## config.mk

```make
export PLATFORM = sky130hd
export DESIGN_NAME = msi_addr_gen
export DESIGN_NICKNAME = d
export VERILOG_FILES = /design/src/rtl/msi_gen_pkg.sv /design/src/rtl/msi_cfg_regs.sv /design/src/rtl/msi_addr_compose.sv /design/src/rtl/msi_port_ctrl.sv /design/src/rtl/msi_addr_gen.sv
export SDC_FILE = /design/constraint.sdc
export NUM_CORES = 1
export LEC_CHECK = 0
export CORE_MARGIN = 2
export CORE_UTILIZATION = 45
export CTS_CLUSTER_DIAMETER = 200
export CTS_CLUSTER_SIZE = 12
export DETAILED_ROUTE_END_ITERATION = 8
export HOLD_SLACK_MARGIN = 0.03
export PLACE_DENSITY_LB_ADDON = 0.12
export RECOVER_POWER = 50
export SLEW_MARGIN = 20
export SYNTH_ARGS = -nofsm -noshare
export SYNTH_HDL_FRONTEND = slang
export SYNTH_SLANG_ARGS = --single-unit
```

## constraint.sdc

```tcl
create_clock -name clk -period 8.3 [get_ports clk]
set_clock_uncertainty 0.1 [all_clocks]
set_input_delay 2.075 -clock clk [delete_from_list [all_inputs] [get_ports clk]]
set_output_delay 2.075 -clock clk [all_outputs]
set_load 0.005 [all_outputs]
```

## src/rtl/msi_gen_pkg.sv

```systemverilog
package msi_gen_pkg;
    localparam int unsigned WORD_W     = 32;
    localparam int unsigned HART_W     = 14;
    localparam int unsigned GUEST_W    = 6;
    localparam int unsigned EIID_W     = 11;
    localparam int unsigned SEL_W      = 3;
    localparam int unsigned PAGE_SHIFT = 12;
    localparam int unsigned ADDR_W     = 56;
    localparam int unsigned PPN_W      = ADDR_W - PAGE_SHIFT;
    localparam int unsigned WIDE_W     = 64;

    // high word field layout (decoded by the composer)
    localparam int unsigned LOCK_BIT   = 31;
    localparam int unsigned HHXS_LSB   = 24;
    localparam int unsigned HHXS_W     = 5;
    localparam int unsigned LHXS_LSB   = 20;
    localparam int unsigned LHXS_W     = 3;
    localparam int unsigned HHXW_LSB   = 16;
    localparam int unsigned HHXW_W     = 3;
    localparam int unsigned LHXW_LSB   = 12;
    localparam int unsigned LHXW_W     = 4;
    localparam int unsigned BASE_W     = 12;
    localparam logic [WORD_W-1:0] HI_KEEP = 32'h9F77_FFFF;

    // forced-MSI word layout
    localparam int unsigned FRC_HART_LSB = 18;
    localparam int unsigned FRC_GAP_LSB  = 12;
    localparam int unsigned FRC_GAP_W    = 6;
    localparam logic [WORD_W-1:0] FRC_CLR =
        WORD_W'(((1 << FRC_GAP_W) - 1) << FRC_GAP_LSB);

    localparam logic [SEL_W-1:0] SEL_M_LO  = 3'd0;
    localparam logic [SEL_W-1:0] SEL_M_HI  = 3'd1;
    localparam logic [SEL_W-1:0] SEL_S_LO  = 3'd2;
    localparam logic [SEL_W-1:0] SEL_S_HI  = 3'd3;
    localparam logic [SEL_W-1:0] SEL_FORCE = 3'd4;

    typedef struct packed {
        logic [WORD_W-1:0] hi;
        logic [WORD_W-1:0] lo;
    } addr_pair_t;

    typedef enum logic [1:0] {
        PS_IDLE = 2'd0,
        PS_SEND = 2'd1,
        PS_WAIT = 2'd2
    } port_st_e;
endpackage

```

## src/rtl/msi_cfg_regs.sv

```systemverilog
module msi_cfg_regs
    import msi_gen_pkg::*;
(
    input  logic              clk,
    input  logic              rst_n,
    input  logic              child_present,
    input  logic              we,
    input  logic [SEL_W-1:0]  sel,
    input  logic [WORD_W-1:0] wdata,
    output logic [WORD_W-1:0] rdata,
    output addr_pair_t        m_pair,
    output addr_pair_t        s_pair,
    output logic [WORD_W-1:0] force_word,
    output logic              force_fire
);
    typedef struct packed {
        addr_pair_t        m;
        addr_pair_t        s;
        logic [WORD_W-1:0] frc;
    } cfg_t;

    cfg_t cfg_d, cfg_q;
    logic locked;

    always_comb begin
        cfg_d      = cfg_q;
        locked     = cfg_q.m.hi[LOCK_BIT];
        force_fire = 1'b0;
        rdata      = '0;
        case (sel)
            SEL_M_LO: begin
                rdata = cfg_q.m.lo;
                if (we && !locked) cfg_d.m.lo = wdata;
            end
            SEL_M_HI: begin
                rdata = cfg_q.m.hi;
                if (we && !locked) cfg_d.m.hi = wdata & HI_KEEP;
            end
            SEL_S_LO: begin
                rdata = child_present ? cfg_q.s.lo : '0;
                if (we && !locked && child_present) cfg_d.s.lo = wdata;
            end
            SEL_S_HI: begin
                rdata = child_present ? cfg_q.s.hi : '0;
                if (we && !locked && child_present) cfg_d.s.hi = wdata & HI_KEEP;
            end
            SEL_FORCE: begin
                rdata = cfg_q.frc;
                if (we) begin
                    cfg_d.frc  = wdata & ~FRC_CLR;
                    force_fire = 1'b1;
                end
            end
            default: rdata = '0;
        endcase
    end

    always_ff @(posedge clk or negedge rst_n) begin
        if (!rst_n) cfg_q <= '0;
        else        cfg_q <= cfg_d;
    end

    assign m_pair     = cfg_q.m;
    assign s_pair     = cfg_q.s;
    assign force_word = cfg_q.frc;
endmodule

```

## src/rtl/msi_addr_compose.sv

```systemverilog
module msi_addr_compose
    import msi_gen_pkg::*;
(
    input  addr_pair_t         pair,
    input  logic [HART_W-1:0]  hart,
    input  logic [GUEST_W-1:0] guest,
    output logic [ADDR_W-1:0]  addr
);
    logic [HHXS_W-1:0]  hhxs;
    logic [LHXS_W-1:0]  lhxs;
    logic [HHXW_W-1:0]  hhxw;
    logic [LHXW_W-1:0]  lhxw;
    logic [BASE_W-1:0]  base;
    logic [HART_W-1:0]  grp;
    logic [HART_W-1:0]  low_hart;
    logic [GUEST_W-1:0] guest_m;
    logic [6:0]         grp_shift;
    logic [WIDE_W-1:0]  ppn;

    always_comb begin
        hhxs      = pair.hi[HHXS_LSB +: HHXS_W];
        lhxs      = pair.hi[LHXS_LSB +: LHXS_W];
        hhxw      = pair.hi[HHXW_LSB +: HHXW_W];
        lhxw      = pair.hi[LHXW_LSB +: LHXW_W];
        base      = pair.hi[BASE_W-1:0];
        grp       = (hart >> lhxw) & ((HART_W'(1) << hhxw) - HART_W'(1));
        low_hart  = hart & ((HART_W'(1) << lhxw) - HART_W'(1));
        guest_m   = guest & ((GUEST_W'(1) << lhxs) - GUEST_W'(1));
        grp_shift = 7'(hhxs) + 7'(PAGE_SHIFT);
        ppn       = {{(WIDE_W - BASE_W - WORD_W){1'b0}}, base, pair.lo}
                  | (WIDE_W'(grp) << grp_shift)
                  | (WIDE_W'(low_hart) << lhxs)
                  | WIDE_W'(guest_m);
        addr      = {ppn[PPN_W-1:0], {PAGE_SHIFT{1'b0}}};
    end
endmodule

```

## src/rtl/msi_port_ctrl.sv

```systemverilog
module msi_port_ctrl
    import msi_gen_pkg::*;
(
    input  logic              clk,
    input  logic              rst_n,
    input  logic              launch,
    input  logic [ADDR_W-1:0] launch_addr,
    input  logic [WORD_W-1:0] launch_data,
    output logic              idle,
    output logic              wr_valid,
    input  logic              wr_ready,
    output logic [ADDR_W-1:0] wr_addr,
    output logic [WORD_W-1:0] wr_data,
    input  logic              resp_valid,
    input  logic              resp_err,
    output logic              err_flag
);
    typedef struct packed {
        port_st_e          st;
        logic [ADDR_W-1:0] addr;
        logic [WORD_W-1:0] data;
        logic              err;
    } port_t;

    port_t port_d, port_q;

    always_comb begin
        port_d = port_q;
        case (port_q.st)
            PS_IDLE: begin
                if (launch) begin
                    port_d.st   = PS_SEND;
                    port_d.addr = launch_addr;
                    port_d.data = launch_data;
                end
            end
            PS_SEND: begin
                if (wr_ready) port_d.st = PS_WAIT;
            end
            PS_WAIT: begin
                if (resp_valid) begin
                    port_d.st = PS_IDLE;
                    if (resp_err) port_d.err = 1'b1;
                end
            end
            default: port_d.st = PS_IDLE;
        endcase
    end

    always_ff @(posedge clk or negedge rst_n) begin
        if (!rst_n) port_q <= '{st: PS_IDLE, addr: '0, data: '0, err: 1'b0};
        else        port_q <= port_d;
    end

    assign idle     = (port_q.st == PS_IDLE);
    assign wr_valid = (port_q.st == PS_SEND);
    assign wr_addr  = port_q.addr;
    assign wr_data  = port_q.data;
    assign err_flag = port_q.err;
endmodule

```

## src/rtl/msi_addr_gen.sv

```systemverilog
module msi_addr_gen
    import msi_gen_pkg::*;
(
    input  logic               clk,
    input  logic               rst_n,
    input  logic               child_present,
    input  logic               cfg_we,
    input  logic [SEL_W-1:0]   cfg_sel,
    input  logic [WORD_W-1:0]  cfg_wdata,
    output logic [WORD_W-1:0]  cfg_rdata,
    input  logic               req_valid,
    output logic               req_ready,
    input  logic               req_sup,
    input  logic [HART_W-1:0]  req_hart,
    input  logic [GUEST_W-1:0] req_guest,
    input  logic [EIID_W-1:0]  req_eiid,
    output logic               wr_valid,
    input  logic               wr_ready,
    output logic [ADDR_W-1:0]  wr_addr,
    output logic [WORD_W-1:0]  wr_data,
    input  logic               wr_resp_valid,
    input  logic               wr_resp_err,
    output logic               err_flag
);
    typedef struct packed {
        logic fpend;
    } top_t;

    top_t top_d, top_q;

    addr_pair_t         m_pair, s_pair, sel_pair;
    logic [WORD_W-1:0]  force_word;
    logic               force_fire;
    logic               idle;
    logic               launch;
    logic               use_force;
    logic               use_sup;
    logic [HART_W-1:0]  sel_hart;
    logic [GUEST_W-1:0] sel_guest;
    logic [EIID_W-1:0]  sel_eiid;
    logic [ADDR_W-1:0]  comp_addr;

    msi_cfg_regs u_regs (
        .clk           (clk),
        .rst_n         (rst_n),
        .child_present (child_present),
        .we            (cfg_we),
        .sel           (cfg_sel),
        .wdata         (cfg_wdata),
        .rdata         (cfg_rdata),
        .m_pair        (m_pair),
        .s_pair        (s_pair),
        .force_word    (force_word),
        .force_fire    (force_fire)
    );

    always_comb begin
        top_d     = top_q;
        req_ready = idle && !top_q.fpend && !force_fire;
        use_force = top_q.fpend;
        launch    = idle && (use_force || (req_valid && req_ready));
        use_sup   = !use_force && req_sup;
        sel_pair  = use_sup ? s_pair : m_pair;
        sel_hart  = use_force ? force_word[FRC_HART_LSB +: HART_W] : req_hart;
        sel_guest = use_sup ? req_guest : '0;
        sel_eiid  = use_force ? force_word[EIID_W-1:0] : req_eiid;
        if (force_fire)               top_d.fpend = 1'b1;
        else if (idle && top_q.fpend) top_d.fpend = 1'b0;
    end

    always_ff @(posedge clk or negedge rst_n) begin
        if (!rst_n) top_q <= '0;
        else        top_q <= top_d;
    end

    msi_addr_compose u_comp (
        .pair  (sel_pair),
        .hart  (sel_hart),
        .guest (sel_guest),
        .addr  (comp_addr)
    );

    msi_port_ctrl u_port (
        .clk         (clk),
        .rst_n       (rst_n),
        .launch      (launch),
        .launch_addr (comp_addr),
        .launch_data (WORD_W'(sel_eiid)),
        .idle        (idle),
        .wr_valid    (wr_valid),
        .wr_ready    (wr_ready),
        .wr_addr     (wr_addr),
        .wr_data     (wr_data),
        .resp_valid  (wr_resp_valid),
        .resp_err    (wr_resp_err),
        .err_flag    (err_flag)
    );
endmodule

```

==> Word-level counts from Yosys, hierarchy flattened <==
Cells that the tools add are included.
{ "totals": {"in_bits": 75, "mem_bits_rw": 0, "rom_bits": 0, "mem_count": 0, "latchBits": 0, "wordCells": 73, "register_bits": 205} }
{ "classes": {"multipliers": 0, "add_sub_neg": 4, "n_div": 0, "shift": 6, "eq_ne": 9, "magnitude_cmp": 0, "muxes": 15, "reduce_logical": 23, "bitwise": 6} }
{ "ops": {"columns": ["operator", "n"], "rows": [
  ["$pmux 32 s5", 1],
  ["$mux 90", 1],
  ["$or 44x44->44", 2],
  ["$mux 32", 2],
  ["$mux 61", 1],
  ["$or 44x6->44", 1],
  ["$shl 14x3->44", 1],
  ["$shl 14x7->44", 1],
  ["$and 14x14->14", 2],
  ["$sub 14x1->14 const B", 2],
  ["$mux 14", 1],
  ["$shl 1x3->14 const A", 1],
  ["$shl 1x4->14 const A", 1],
  ["$shr 14x4->14", 1],
  ["$reduce_and 2->1", 6],
  ["$mux 11", 1],
  ["$logic_and 1x1->1", 8],
  ["$add 5x4->6 const B", 1],
  ["$and 6x6->6", 1],
  ["$eq 3x2->1 const B", 2],
  ["$mux 6", 1],
  ["$pmux 2 s3", 1],
  ["$reduce_and 3->1", 2],
  ["$shl 1x3->6 const A", 1],
  ["14 further kinds", 21]
]} }

==> Longest topological paths before layout <==
{ "logic_depth": {"depth_word": 12, "mapped_depth": 17} }

==> Hierarchy <==
From an unflattened synthesis, not the netlist that was laid out.
{ "hier_totals": {"hier_cells": 1357, "hier_area_um2": 15467.3} }
{ "by_module_without_submodules": {"columns": ["mod", "cells_each", "area_each_um2", "seq_area_each_um2", "n_inst"], "rows": [
  ["msi_cfg_regs", 491, 6797.8, 3653.5, 1],
  ["msi_port_ctrl", 286, 4062.6, 2277.2, 1],
  ["msi_addr_compose", 466, 3174.3, 0.0, 1],
  ["msi_addr_gen", 114, 1432.6, 25.0, 1]
]} }

==> Least setup slack after synthesis <==
Ideal clock, no wire load.
{ "synth_timing": {"path_kind": "input to output", "from": "input cfg_sel[0]", "to": "output cfg_rdata[12]", "path_stages": 7, "slack_ns": 2.750, "t_arrival_ns": 3.375, "cell_sequence": "clkbuf_1 > and3b_1 > clkbuf_1 > buf_1 > a22o_1 > nand2_1 > o21ai_0"} }
{ "synth_between": {"elab_chain_len": 2, "elab_cells_between_ends": 6} }
{ "synth_rtl": {"columns": ["item", "line", "source"], "rows": [
  ["start, declared", "msi_addr_gen.sv:8", "input logic [SEL_W-1:0] cfg_sel,"],
  ["$eq 3x3->1, or another cell as far along", "msi_cfg_regs.sv:30", "case (sel)"],
  ["$pmux 32 s5 *", "msi_cfg_regs.sv:30", null],
  ["end, declared", "msi_addr_gen.sv:10", "output logic [WORD_W-1:0] cfg_rdata,"]
]} }
Mark *: on every way between the ends. The rest lies on a longest branch, timed or not.

==> Final worst setup path <==
{ "layout_timing": {"from": "input cfg_sel[1]", "to": "output cfg_rdata[22]"} }
Same word-level chain as after synthesis.

==> metrics.cfg <==
[run_status]
status=finished with violations
violations=max-capacitance violations, max-slew violations

[drt]
dr.pass1.iters=5
viasPerCell=6.33
wl_per_cell_um=26.1
postRouteAntennaNets=0
drt-total-wl_um=50200
drtIter0Drc=1201
vias=12159
drc=0

[setup_path]
crit_buf_inv=4
critPathMaxFanout=28
cp-end-kind=primary output
required_ns=6.12
cp.depth=8
cp_top_family=buffers and inverters
critPathLaunchType=primary input
cp_common_cell=buf_4
cp.arrival_ns=4.93
critPathKind=in -> out
slowest_stage=and3b_1
slowest_delay_ns=0.74
cp_cell_sequence=dlygate4sd3_1 > buf_4 > and3b_1 > buf_4 > a22o_1 > nand2_1 > o21ai_0 > clkdlybuf4s50_1
reg2regPathDepth=12

[power_and_ir_drop]
p_per_area_nw_per_um2=321
leakagePower_nw=6.41
report.power.total_mw=4.97
ir_drop_v=0.000198

[sta]
tightest_slew_ns=4.28
layout_min_cycle_time_ns=7.11
setup_viol_count_final=0
rsz0062_at_grt=false
report.final.slew_viol_count=237
tns_ns=0
final_hold_viol_count=0
period_share=0.856
max_slew_margin=-1.85
max_clock_freq_mhz=141

[logic_synthesis]
yosysWarnings=0
async_flop_share=1.00
synth_cells=1471
synth-seq-cells=205
yosysTopAreaCellShare=0.380
yosysMostFrequentCell=nand2_1
yosysUniqueCellTypes=90
synth-edff-count=0
synth_top_cell_by_area=dfrtp_1
syn_avg_cell_area_um2=9.19
synthesis.area_um2=13500
synth_common_cells=nand2_1 (226), dfrtp_1 (205), mux2_2 (135)
synth.area.top_cells=dfrtp_1 (38%), mux2_2 (11%), mux2i_1 (6.5%)
seq_area_frac_synth=0.380
ys.flop_type=dfrtp_1

[clocking]
post-cts-setup-buffers=0
worstSkewPairLatency_ns=0.51
cts_root_buffer=clkbuf_16
clock-sinks=205
cts_resized=0
clockBufferDepth=3
ctsHtreeMaxLevel=1
cts_made_buffers=21
holdBufCountCts=0
clk_pin_slew_worst_paths_ns=0.05
cts_tree=built

[global_routing]
overflow=0
grt_start_max_net_pins=78
grt_pass1_wl_um=75100
antenna_found_initial=1
track_usage=0.317
grt_pass1_vias=11719

[die]
die_w_um=177
start_util=0.456
die_h_um=177
die_area_um2=31400
core_um2=29600
io_pins=198
rows=63

[finish]
nets=1608
drive_gt1_frac=0.148
syn_to_final_growth_pct=14.5
num-fill-cells=2803
layoutNonFillerInstCount=1922

[placement]
gp_congestion=0.986
numPortBuffers=164
place_inst=1895
hpwl_um=36600

[worst_hold_path]
worstHoldPathType=reg -> reg
worstHoldPathCells=1

[job]
drv_cap=4

-- placed cells by master, fill, tap and decap left out, types with 9 or more instances in the layout --
cell type	netlist	final
buf_4	89	28
nand2_1	226	226
nand3_1	37	37
o221ai_1	12	12
mux2i_1	88	87
mux2_2	135	135
a211oi_1	14	14
conb_1	1	33
o21ai_0	67	67
a22o_1	31	31
o211ai_1	17	17
o2111ai_1	14	14
dlygate4sd3_1	0	23
dfrtp_1	205	204
clkdlybuf4s50_1	0	139
a221oi_1	10	10
nor2_1	126	125
o22ai_1	12	12
a21oi_1	59	59
and2_1	10	10
inv_1	9	9
nor3_1	12	11
clkbuf_16	0	21
and3_1	12	12
a31oi_1	24	24
-- logic make-up (layout without fill, tap and decap cells) --
kind of cell             Yosys count  count (layout)  synth area share
XOR/XNOR                           1               1          0.000648
other                              1              34          0.000278
AO/OA/AOI/OAI                    354             354             0.188
buffers and inverters            202             230            0.0856
flip-flops                       205             205             0.380
multiplexers                     233             233             0.189
adder cells (fa/ha/maj)            4               4           0.00370
AND/OR/NAND/NOR                  471             471             0.153
-- stage by stage --
step	cell area, um2	hold WS [ns]	util	worst slack [ns]
3_5_place_dp	14900	0.355	0.503	1.30
3_3_place_gp	14900	0.366	0.503	1.34
4_1_cts	15500	0.380	0.522	1.27
5_1_grt	15500	0.400	0.522	0.623
6_report	15500	0.363	0.522	1.19
2_1_floorplan	13600	0.340	-	2.75
-- registers in the layout, indices dropped and copies added, names as in the netlist --
signal	flops
u_regs.s_pair	60
u_regs.force_word	26
u_regs.m_pair	60
top_q	1
u_port.err_flag	1
u_port.wr_data	11
u_port.wr_addr	44
u_port.port_q	2
-- where the power goes --
group	leakage [nW]	switching (mW)	internal (mW)
Clock	0.272	0.396	0.454
Sequential	2.51	0.342	1.35
Combinational	3.63	1.42	1.01
-- routing by layer --
layer  share of wire  wire [um]  vias to the layer above  GRT usage
met5               0          0                        -          0
met4           0.043       2170                        0      0.120
met3           0.070       3520                      101     0.0392
met2            0.46      23300                      589      0.516
met1            0.42      21200                     6099      0.432
li1                -          -                     5370          -
-- final cells by class --
cell class                 instances  area [um2]  area share
antenna                            1        2.50    0.000162
clock buffer                      23         533      0.0344
clock inverter                     2        20.0     0.00129
inverter                           9        33.8     0.00218
multi-input combinational       1096        7380       0.477
sequential                       205        5130       0.332
tap                              390         488      0.0315
timing repair buffer             196        1880       0.122
-- path summary, 6_finish.rpt --
path | start | to | slack, ns
setup / recovery | cfg_sel[1] | cfg_rdata[22] | 1.19
hold / removal | u_port.err_flag | u_port.err_flag | 0.36
setup reg to reg | top_q | u_port.wr_addr[22] | 3.81
hold reg to reg | u_port.err_flag | u_port.err_flag | 0.36
max in group asynchronous | rst_n | u_port.wr_addr[28] | 1.63
min in group asynchronous | rst_n | u_port.port_q[90] | 2.97
-- worst reg2reg max path, stage by stage, from the launching register on --
cell and delay [ns]:
dfrtp_2 0.41, buf_4 0.36, and3b_4 0.46, a21o_1 0.60
nand3_1 0.17, ha_1 0.37, or4_1 0.60, and2_1 0.18
o311ai_1 0.21, o21ai_0 0.27, o221a_1 0.31, o21ai_0 0.18
o22a_1 0.21
No activity file was read; power rests on OpenSTA's default activity.
